$ cat src/rtl/dbg_halt_pkg.sv
package dbg_halt_pkg;
  typedef enum logic [2:0] {
    CAUSE_HOST = 3'd0,
    CAUSE_BRK  = 3'd1,
    CAUSE_WCH  = 3'd2,
    CAUSE_EXT  = 3'd3,
    CAUSE_STEP = 3'd4
  } cause_e;

  typedef enum logic [1:0] {M_RUN, M_HALT, M_STEP} mode_e;

  localparam logic [2:0] OP_STOP   = 3'd1;
  localparam logic [2:0] OP_RESUME = 3'd2;
  localparam logic [2:0] OP_STEP   = 3'd3;
  localparam logic [2:0] OP_RESET  = 3'd4;

  localparam int RA_CAUSE    = 8;
  localparam int RA_HADDR    = 9;
  localparam int RA_VER      = 10;
  localparam int RA_STAT     = 11;
  localparam int RA_BRK_BASE = 16;
  localparam int RA_WCH_BASE = 24;
endpackage

$ cat src/rtl/dbg_sync.sv
module dbg_sync #(
  parameter int STAGES = 2
) (
  input  logic clk,
  input  logic rst,
  input  logic d,
  output logic q
);
  logic [STAGES-1:0] sh;

  always_ff @(posedge clk) begin
    if (rst) sh <= '0;
    else     sh <= {sh[STAGES-2:0], d};
  end

  assign q = sh[STAGES-1];
endmodule

$ cat src/rtl/dbg_cmp_bank.sv
module dbg_cmp_bank #(
  parameter int N  = 2,
  parameter int AW = 16
) (
  input  logic            valid,
  input  logic            is_wr,
  input  logic [AW-1:0]   addr,
  input  logic [N*AW-1:0] ent_addr,
  input  logic [N-1:0]    ent_en,
  input  logic [N-1:0]    ent_rd,
  input  logic [N-1:0]    ent_wr,
  output logic            hit
);
  logic [N-1:0] m;

  for (genvar i = 0; i < N; i++) begin : g_cmp
    assign m[i] = valid && ent_en[i] && (ent_addr[i*AW +: AW] == addr) &&
                  (is_wr ? ent_wr[i] : ent_rd[i]);
  end

  assign hit = |m;
endmodule

$ cat src/rtl/dbg_regport.sv
module dbg_regport #(
  parameter int AW    = 16,
  parameter int DW    = 16,
  parameter int RAW   = 5,
  parameter int N_GPR = 8,
  parameter int N_BRK = 2,
  parameter int N_WCH = 2,
  parameter logic [DW-1:0] VERSION = 16'h0A51
) (
  input  logic              clk,
  input  logic              rst,
  input  logic              req,
  input  logic              we,
  input  logic [RAW-1:0]    addr,
  input  logic [DW-1:0]     wdata,
  input  logic [2:0]        cause,
  input  logic [AW-1:0]     haddr,
  input  logic              halted,
  input  logic              stepping,
  output logic [DW-1:0]     rdata,
  output logic [N_BRK*AW-1:0] brk_addr,
  output logic [N_BRK-1:0]  brk_en,
  output logic [N_WCH*AW-1:0] wch_addr,
  output logic [N_WCH-1:0]  wch_en,
  output logic [N_WCH-1:0]  wch_rd,
  output logic [N_WCH-1:0]  wch_wr
);
  import dbg_halt_pkg::*;

  localparam int GIDX = (N_GPR > 1) ? $clog2(N_GPR) : 1;

  function automatic logic [RAW-1:0] slot(input int base, input int i, input int k);
    return RAW'(base + 2 * i + k);
  endfunction

  logic [DW-1:0] gpr [N_GPR];
  logic [AW-1:0] brk_a [N_BRK];
  logic [AW-1:0] wch_a [N_WCH];
  logic [DW-1:0] rd_mux;
  logic          gpr_sel;

  assign gpr_sel = addr < RAW'(N_GPR);

  // register file kept free of reset so it maps to distributed RAM
  always_ff @(posedge clk) begin
    if (req && we && gpr_sel) gpr[addr[GIDX-1:0]] <= wdata;
  end

  always_ff @(posedge clk) begin
    if (rst) begin
      for (int i = 0; i < N_BRK; i++) begin
        brk_a[i]  <= '0;
        brk_en[i] <= 1'b0;
      end
      for (int j = 0; j < N_WCH; j++) begin
        wch_a[j]  <= '0;
        wch_en[j] <= 1'b0;
        wch_rd[j] <= 1'b0;
        wch_wr[j] <= 1'b0;
      end
    end else if (req && we) begin
      for (int i = 0; i < N_BRK; i++) begin
        if (addr == slot(RA_BRK_BASE, i, 0)) brk_a[i]  <= wdata[AW-1:0];
        if (addr == slot(RA_BRK_BASE, i, 1)) brk_en[i] <= wdata[0];
      end
      for (int j = 0; j < N_WCH; j++) begin
        if (addr == slot(RA_WCH_BASE, j, 0)) wch_a[j] <= wdata[AW-1:0];
        if (addr == slot(RA_WCH_BASE, j, 1)) begin
          wch_en[j] <= wdata[0];
          wch_rd[j] <= wdata[1];
          wch_wr[j] <= wdata[2];
        end
      end
    end
  end

  always_comb begin
    rd_mux = '0;
    if (gpr_sel)                   rd_mux = gpr[addr[GIDX-1:0]];
    if (addr == RAW'(RA_CAUSE))    rd_mux = DW'(cause);
    if (addr == RAW'(RA_HADDR))    rd_mux = DW'(haddr);
    if (addr == RAW'(RA_VER))      rd_mux = VERSION;
    if (addr == RAW'(RA_STAT))     rd_mux = DW'({stepping, halted});
    for (int i = 0; i < N_BRK; i++) begin
      if (addr == slot(RA_BRK_BASE, i, 0)) rd_mux = DW'(brk_a[i]);
      if (addr == slot(RA_BRK_BASE, i, 1)) rd_mux = DW'(brk_en[i]);
    end
    for (int j = 0; j < N_WCH; j++) begin
      if (addr == slot(RA_WCH_BASE, j, 0)) rd_mux = DW'(wch_a[j]);
      if (addr == slot(RA_WCH_BASE, j, 1)) rd_mux = DW'({wch_wr[j], wch_rd[j], wch_en[j]});
    end
  end

  always_ff @(posedge clk) begin
    if (rst)      rdata <= '0;
    else if (req) rdata <= rd_mux;
  end

  for (genvar i = 0; i < N_BRK; i++) begin : g_brk_flat
    assign brk_addr[i*AW +: AW] = brk_a[i];
  end
  for (genvar j = 0; j < N_WCH; j++) begin : g_wch_flat
    assign wch_addr[j*AW +: AW] = wch_a[j];
  end
endmodule

$ cat src/rtl/dbg_halt_ctrl.sv
module dbg_halt_ctrl
  import dbg_halt_pkg::*;
#(
  parameter int AW    = 16,
  parameter int DW    = 16,
  parameter int RAW   = 5,
  parameter int N_GPR = 8,
  parameter int N_BRK = 2,
  parameter int N_WCH = 2,
  parameter int DRAIN = 3,
  parameter logic [DW-1:0] VERSION = 16'h0A51
) (
  input  logic           clk,
  input  logic           rst,
  input  logic           inst_valid,
  input  logic [AW-1:0]  inst_addr,
  input  logic           dmem_valid,
  input  logic           dmem_wr,
  input  logic [AW-1:0]  dmem_addr,
  input  logic           ext_stop,
  input  logic           cmd_valid,
  input  logic [2:0]     cmd_op,
  input  logic           reg_req,
  input  logic           reg_we,
  input  logic [RAW-1:0] reg_addr,
  input  logic [DW-1:0]  reg_wdata,
  output logic [DW-1:0]  reg_rdata,
  output logic           halted,
  output logic           core_run,
  output logic           core_rst
);
  localparam int CW = $clog2(DRAIN + 1);

  mode_e          mode, mode_n;
  cause_e         cause, cause_n;
  logic [AW-1:0]  haddr, haddr_n, last_pc;
  logic           drain_on, drain_n;
  logic [CW-1:0]  cnt, cnt_n;
  logic           retire, brk_hit, wch_hit, ext_s, halt_now;
  logic           op_stop, op_resume, op_step, op_reset;

  logic [N_BRK*AW-1:0] brk_addr;
  logic [N_BRK-1:0]    brk_en;
  logic [N_WCH*AW-1:0] wch_addr;
  logic [N_WCH-1:0]    wch_en, wch_rd, wch_wr;

  assign retire    = core_run && inst_valid;
  assign op_stop   = cmd_valid && (cmd_op == OP_STOP);
  assign op_resume = cmd_valid && (cmd_op == OP_RESUME);
  assign op_step   = cmd_valid && (cmd_op == OP_STEP);
  assign op_reset  = cmd_valid && (cmd_op == OP_RESET);

  dbg_sync #(.STAGES(2)) u_sync (
    .clk(clk), .rst(rst), .d(ext_stop), .q(ext_s)
  );

  dbg_cmp_bank #(.N(N_BRK), .AW(AW)) u_brk (
    .valid(retire), .is_wr(1'b0), .addr(inst_addr),
    .ent_addr(brk_addr), .ent_en(brk_en), .ent_rd(brk_en), .ent_wr(brk_en),
    .hit(brk_hit)
  );

  dbg_cmp_bank #(.N(N_WCH), .AW(AW)) u_wch (
    .valid(retire && dmem_valid), .is_wr(dmem_wr), .addr(dmem_addr),
    .ent_addr(wch_addr), .ent_en(wch_en), .ent_rd(wch_rd), .ent_wr(wch_wr),
    .hit(wch_hit)
  );

  dbg_regport #(
    .AW(AW), .DW(DW), .RAW(RAW), .N_GPR(N_GPR),
    .N_BRK(N_BRK), .N_WCH(N_WCH), .VERSION(VERSION)
  ) u_regs (
    .clk(clk), .rst(rst), .req(reg_req), .we(reg_we), .addr(reg_addr),
    .wdata(reg_wdata), .cause(cause), .haddr(haddr), .halted(halted),
    .stepping(mode == M_STEP), .rdata(reg_rdata),
    .brk_addr(brk_addr), .brk_en(brk_en),
    .wch_addr(wch_addr), .wch_en(wch_en), .wch_rd(wch_rd), .wch_wr(wch_wr)
  );

  always_comb begin
    mode_n   = mode;
    cause_n  = cause;
    haddr_n  = haddr;
    drain_n  = drain_on;
    cnt_n    = cnt;
    halt_now = 1'b0;
    if (op_reset) begin
      mode_n  = M_RUN;
      cause_n = CAUSE_HOST;
      haddr_n = '0;
      drain_n = 1'b0;
    end else begin
      unique case (mode)
        M_RUN: begin
          halt_now = 1'b1;
          haddr_n  = inst_addr;
          if (brk_hit)                                      cause_n = CAUSE_BRK;
          else if (wch_hit)                                 cause_n = CAUSE_WCH;
          else if (drain_on && retire && cnt == CW'(1))     cause_n = CAUSE_EXT;
          else if (op_stop) begin
            cause_n = CAUSE_HOST;
            haddr_n = retire ? inst_addr : last_pc;
          end else begin
            halt_now = 1'b0;
            haddr_n  = haddr;
          end
          if (halt_now) begin
            mode_n  = M_HALT;
            drain_n = 1'b0;
          end else if (drain_on && retire) begin
            cnt_n = cnt - CW'(1);
          end else if (!drain_on && ext_s) begin
            drain_n = 1'b1;
            cnt_n   = CW'(DRAIN);
          end
        end
        M_HALT: begin
          if (op_resume)    mode_n = M_RUN;
          else if (op_step) mode_n = M_STEP;
        end
        default: begin
          if (op_resume) mode_n = M_RUN;
          else if (retire) begin
            mode_n  = M_HALT;
            haddr_n = inst_addr;
            cause_n = brk_hit ? CAUSE_BRK : (wch_hit ? CAUSE_WCH : CAUSE_STEP);
          end
        end
      endcase
    end
  end

  always_ff @(posedge clk) begin
    if (rst) begin
      mode     <= M_RUN;
      cause    <= CAUSE_HOST;
      haddr    <= '0;
      last_pc  <= '0;
      drain_on <= 1'b0;
      cnt      <= '0;
      halted   <= 1'b0;
      core_run <= 1'b1;
      core_rst <= 1'b0;
    end else begin
      mode     <= mode_n;
      cause    <= cause_n;
      haddr    <= haddr_n;
      drain_on <= drain_n;
      cnt      <= cnt_n;
      halted   <= (mode_n != M_RUN);
      core_run <= (mode_n != M_HALT);
      core_rst <= op_reset;
      if (retire) last_pc <= inst_addr;
    end
  end
endmodule

$ cat config.mk
export PLATFORM = sky130hd
export DESIGN_NAME = dbg_halt_ctrl
export DESIGN_NICKNAME = d
export VERILOG_FILES = /design/src/rtl/dbg_halt_pkg.sv /design/src/rtl/dbg_sync.sv /design/src/rtl/dbg_cmp_bank.sv /design/src/rtl/dbg_regport.sv /design/src/rtl/dbg_halt_ctrl.sv
export SDC_FILE = /design/constraint.sdc
export NUM_CORES = 1
export LEC_CHECK = 0
export ABC_AREA = 1
export ABC_CLOCK_PERIOD_IN_PS = 4650
export BUFFER_PORTS_ARGS = -buffer_cell sky130_fd_sc_hd__buf_2
export CORE_MARGIN = 2
export CORE_UTILIZATION = 25
export DETAILED_ROUTE_END_ITERATION = 12
export GPL_ROUTABILITY_DRIVEN = 0
export PLACE_DENSITY_LB_ADDON = 0.2
export SLEW_MARGIN = 20
export SYNTH_ARGS = -nofsm -noshare
export SYNTH_HDL_FRONTEND = slang
export SYNTH_SLANG_ARGS = --single-unit
$ cat constraint.sdc
create_clock -name clk -period 4.65 [get_ports clk]
set_input_delay 1.395 -clock clk [delete_from_list [all_inputs] [get_ports clk]]
set_output_delay 1.395 -clock clk [all_outputs]
set_load 0.02 [all_outputs]
# After elaboration in Yosys (flattened, before gate mapping)
# Memory sizes are Yosys's and may differ from the RTL's.
# Cells that the tools add are included.
[totals]
ff_bits = 69
output_inout_bits = 19
ram_bits = 192
inputBits = 65
elab_cells = 171
n_memories = 3
[classes]
addsub = 1
n_mux = 74
bitwise = 7
n_reduce_logical = 39
order_cmp = 1
eq_ne = 27
[mem_list]
columns = ["memory", "words", "width", "read_ports", "rd_clocked_by_memory_dff", "write_ports", "line_no", "rtl"]
rows = [
  ["u_regs.gpr", 8, 16, 1, 0, 1, "dbg_regport.sv:36", "logic [DW-1:0] gpr [N_GPR];"],
  ["u_regs.brk_a", 2, 16, 2, 0, 2, "dbg_regport.sv:37", "logic [AW-1:0] brk_a [N_BRK];"],
  ["u_regs.wch_a", 2, 16, 2, 0, 2, "dbg_regport.sv:38", "logic [AW-1:0] wch_a [N_WCH];"],
]
[op_table]
columns = ["op", "count"]
rows = [
  ["$mux W16", 24],
  ["$eq A16 B16 Y1", 4],
  ["$eq A5 B5 Y1 const B", 8],
  ["$pmux W16 S2", 1],
  ["$mux W1", 31],
  ["$mux W3", 8],
  ["$logic_and A1 B1 Y1", 23],
  ["$eq A5 B4 Y1 const B", 4],
  ["$mux W2", 8],
  ["$reduce_and A2 Y1", 4],
  ["$reduce_and A4 Y1", 2],
  ["$reduce_bool A2 Y1", 4],
  ["$eq A3 B2 Y1 const B", 2],
  ["$ne A2 B1 Y1 const B", 3],
  ["$pmux W3 S2", 1],
  ["$reduce_or A2 Y1", 3],
  ["$lt A5 B4 Y1 const B", 1],
  ["$ne A5 B5 Y1 const B", 1],
  ["$eq A2 B1 Y1 const B", 2],
  ["$or A1 B1 Y1", 4],
  ["$pmux W2 S2", 1],
  ["$eq A3 B1 Y1 const B", 1],
  ["$eq A3 B3 Y1 const B", 1],
  ["$not A1 Y1", 3],
  ["other kinds (5)", 5],
]

# Logic depth before layout (Yosys ltp)
[logic_depth]
word_depth = 14
mapped_depth = 16
depth_no_buf = 15

# Modules after synthesis
# Synthesis repeated with hierarchy kept, for this count alone.
[unflattened]
cells_unflattened = 1436
hier_area_um2 = 12474.5
[modules_own_cells]
columns = ["module", "area_each_um2", "n_inst", "seq_area_each_um2", "cells_each"]
rows = [
  ["dbg_regport", 8927.3, 1, 6246.0, 784],
  ["dbg_halt_ctrl", 2228.4, 1, 860.8, 336],
  ["dbg_cmp_bank", 631.9, 2, 0.0, 155],
  ["dbg_sync", 55.1, 1, 40.0, 6],
]

# Worst setup path after synthesis
# No wires, ideal clock.
[synth_path]
path_kind = "input -> register"
start = "input port reg_addr[4]"
end = "memory u_regs.gpr[2][0] (enable)"
slack_ps = 776
arrival_time_ps = 3465
path_buffers = 2
path_stages = 5
required_ps = 4241
setup_ps = 409
path_cell_list = "buf_2 -> nor2_1 -> clkbuf_1 -> nand2_1 -> nor3_1"
[synth_between]
elab_chain_cells = 4
[synth_lines]
columns = ["item", "line_no", "rtl"]
rows = [
  ["start, declared", "dbg_halt_ctrl.sv:25", "input logic [RAW-1:0] reg_addr,"],
  ["$lt A5 B4 Y1", "dbg_regport.sv:42", "assign gpr_sel = addr < RAW'(N_GPR);"],
  ["$logic_and A1 B1 Y1", "dbg_regport.sv:46", "if (req && we && gpr_sel) gpr[addr[GIDX-1:0]] <= wdata;"],
  ["$mux W1", "dbg_regport.sv:46", ""],
  ["$mux W1 (not written as such)", "dbg_regport.sv:46", ""],
  ["end, declared", "dbg_regport.sv:36", ""],
]
# No other way between the ends.

==> out/results.md <==
| Parameter | This run | Unit |
| --- | --- | --- |
| Transition time of the tightest slew-check pin | 0.966 | ns |
| Largest fanout on the critical path | 16 | - |
| Clock transition time at the flip-flop clock pins of the worst setup and hold paths | 0.06 | ns |
| Final Hold Vio Count | 0 | - |
| Maximum clock path buffer count | 3 | - |
| DR vias/cell | 4.61 | - |
| Worst Path Class, Setup | in2reg | - |
| Average routed wire per standard cell | 19.4 | µm |
| Standard-cell row count | 79 | - |
| Lkg Pwr | 5.31 | nW |
| Share of final-layout standard cells stronger than drive strength 1 | 16.9 | % |
| Total CTS buffers | 31 | - |
| Seq/Total Area, Yosys | 60.3 | % |
| Core region area | 46700 | µm² |
| Slew Limit Headroom | 35.4 | % |
| Initial antenna violation count | 0 | - |
| Average cell area after synthesis | 9.69 | µm² |
| Peak supply drop | 267 | µV |
| Number of buffers added to fix hold violations after cts | 0 | - |
| Final setup violation count | 0 | - |
| Sum Neg Setup Slack | 0 | ns |
| Distinct cell type count after synthesis | 51 | - |
| Startpoint type of the worst setup path | primary input | - |
| Total wire length | 37800 | µm |
| Uppermost layer routed | met4 | - |
| Gate Count Post-Synth | 1224 | - |
| Residual DRC count | 4 | - |
| Maximum Capacitance Violations | 0 | - |
| Worst reg2reg setup slack | 2.16 | ns |
| Total power per unit cell area | 399 | nW/µm² |
| Routed met1 length | 18000 | µm |
| Count leader, synth | nand2_1 | - |
| Category of the worst setup path capture point | flop | - |
| First-pass GRT wire length | 56500 | µm |
| Latest clock arrival within the worst-skew pair | 0.58 | ns |
| Proportion of synthesized flip-flops having asynchronous set or reset | 0 | % |
| Met3 WL | 1870 | µm |
| Number of post-CTS setup repair buffers | 0 | - |
| Achievable clock frequency | 0.300 | GHz |
| Die outline area | 49200 | µm² |
| Post-Place Worst Slack | 0.733 | ns |
| Number of max-slew violations in the final report | 0 | - |
| Dpl hpwl | 26900 | µm |
| Number of H-tree levels | 1 | - |
| DRC marker count from the first detailed-route iteration | 769 | - |
| Mapped cell area | 11900 | µm² |
| WP data arrival | 3.58 | ns |
| Initial Utilization | 25.4 | % |
| Clock tree sinks | 261 | - |
| Cell taking the most area after synthesis | edfxtp_1 | - |
| Setup repair after global routing missed its margin | no | - |
| Area share of the largest cell type after synthesis | 48.6 | % |
| Yosys reg bits | 261 | - |
| Min Tclk post-route | 3.33 | ns |
| Worst path required time | 4.90 | ns |
| Die span in y | 222 | µm |
| Count of vias placed by the detailed router | 9001 | - |
| CTS tree | built | - |
| Main area contributors after synthesis | edfxtp_1, dfxtp_1, nand2_1 | - |
| Power after layout | 5.61 | mW |
| Count of inserted antenna diode cells | 0 | - |
| Synth Flop Type | edfxtp_1 | - |
| Number of primary I/O pins | 84 | - |
| Sum of overflow across all layers after global routing | 0 | - |
| Amount of wire on met2 after detailed routing | 17200 | µm |
| Pin count of the biggest net entering global routing | 39 | - |
| Antenna violation net count after detailed routing | 0 | - |
| Syn_nets | 1290 | - |
| Port buffer count | 83 | - |
| Ratio of final minimum period to clock period | 71.7 | % |
| Fin Clk Skew | 0.00975 | ns |
| GRT Resource Usage Total | 15.2 | % |
| Class of the worst hold path | reg2reg | - |
| Net count reported at finish | 1385 | - |
| Die outline width | 222 | µm |
| CTS Root Buffer Type | clkbuf_16 | - |
| Worst setup slack after layout | 1.32 | ns |
| Via count of the first global-routing pass | 8722 | - |
| Most numerous cell types in the synthesized netlist | nand2_1, edfxtp_1, nor2_1 | - |
| Number of warnings printed during yosys synthesis | 0 | - |
| TritonRoute pass-1 iters | 9 | - |
| Failing checks | DRC | - |
| Number of flops mapped to enable cells by yosys | 192 | - |
| Outcome | complete, but fails checks | - |
| Synthesis-to-finish area growth | 18.6 | % |
| Resize count post-CTS | 0 | - |
-- state kept, by name, summed over array words and instances (netlist names), 3 cells and up --
name          count
u_regs.gpr      128
u_regs.brk_a     32
u_regs.wch_a     32
haddr            16
last_pc          16
u_regs.rdata     16
cause             3
-- power by group --
part	leakage, nW	internal [mW]	switching (mW)	total [mW]
sequential	2.32	2.57	0.0432	2.61
combinational	2.46	0.144	0.322	0.466
clock	0.526	1.53	1.00	2.54
total	5.31	4.25	1.37	5.61
-- path summary, 6_finish.rpt --
kind | cells after the start | start | endpoint
worst min-delay path | 2 | u_sync.sh[0]$_SDFF_PP0_ | u_sync.sh[1]$_SDFF_PP0_
worst min register to register | 2 | u_sync.sh[0]$_SDFF_PP0_ | u_sync.sh[1]$_SDFF_PP0_
worst max-delay path | 7 | reg_addr[1] | u_regs.brk_a[0][13]$_DFFE_PP_
worst max register to register | 9 | mode[0]$_SDFF_PP0_ | haddr[9]$_SDFFE_PP0P_
-- cell usage in the layout, fill, tap and decap left out, types with 16 or more instances in the layout --
cell,instances
nand3_1,51
xnor2_1,24
edfxtp_1,192
inv_2,16
inv_1,88
o21ai_0,40
nand2_1,306
clkbuf_16,31
nor2_1,138
buf_4,22
a21oi_1,57
nand4_1,33
dfxtp_1,69
buf_2,83
-- metrics by stage --
stage / hold slack (ns) / cells / util, % / area [µm²]
final: 0.406 / 1951 / 30.2 / 14100
after global routing: 0.454 / 1951 / 30.2 / 14100
after CTS: 0.412 / 1951 / 30.2 / 14100
after detailed placement: 0.405 / 1893 / 27.9 / 13000
after global placement: 0.402 / 1893 / 27.9 / 13000
after floorplan: 0.388 / 1224 / - / 11900
-- cells by family (layout without fill, tap and decap cells) --
logic type / Yosys count / in the layout / synth area share, %
AND/OR/NAND/NOR: 605 / 605 / 22.4
flip-flops: 261 / 261 / 60.3
AO/OA/AOI/OAI: 163 / 163 / 8.32
buffers and inverters: 152 / 272 / 5.61
XOR/XNOR: 29 / 29 / 2.14
multiplexers: 13 / 13 / 1.11
adder cells (fa/ha/maj): 1 / 1 / 0.105
-- routing by layer --
layer | vias to the layer above | global-route usage [%]
met5 | - | 0
met4 | 0 | 3.16
met3 | 40 | 1.90
met2 | 250 | 24.3
met1 | 4357 | 21.9
li1 | 4354 | -
-- critical path, cell delays in order --
cell and delay, ns:
buf_2 0.18, nor2_4 0.38, nand2_1 0.15, nor2_2 0.57, inv_1 0.36, o21ai_1 0.22
buf_4 0.30
-- area by class of cell --
cell class	instances	area (µm²)
multi-input cells	811	4080
clock buffers	47	926
fillers	4901	32600
repair buffers	106	601
flip-flops and latches	261	7150
inverters	108	410
clock inverters	11	144
well taps	607	759
No activity file was read; power rests on OpenSTA's default activity.
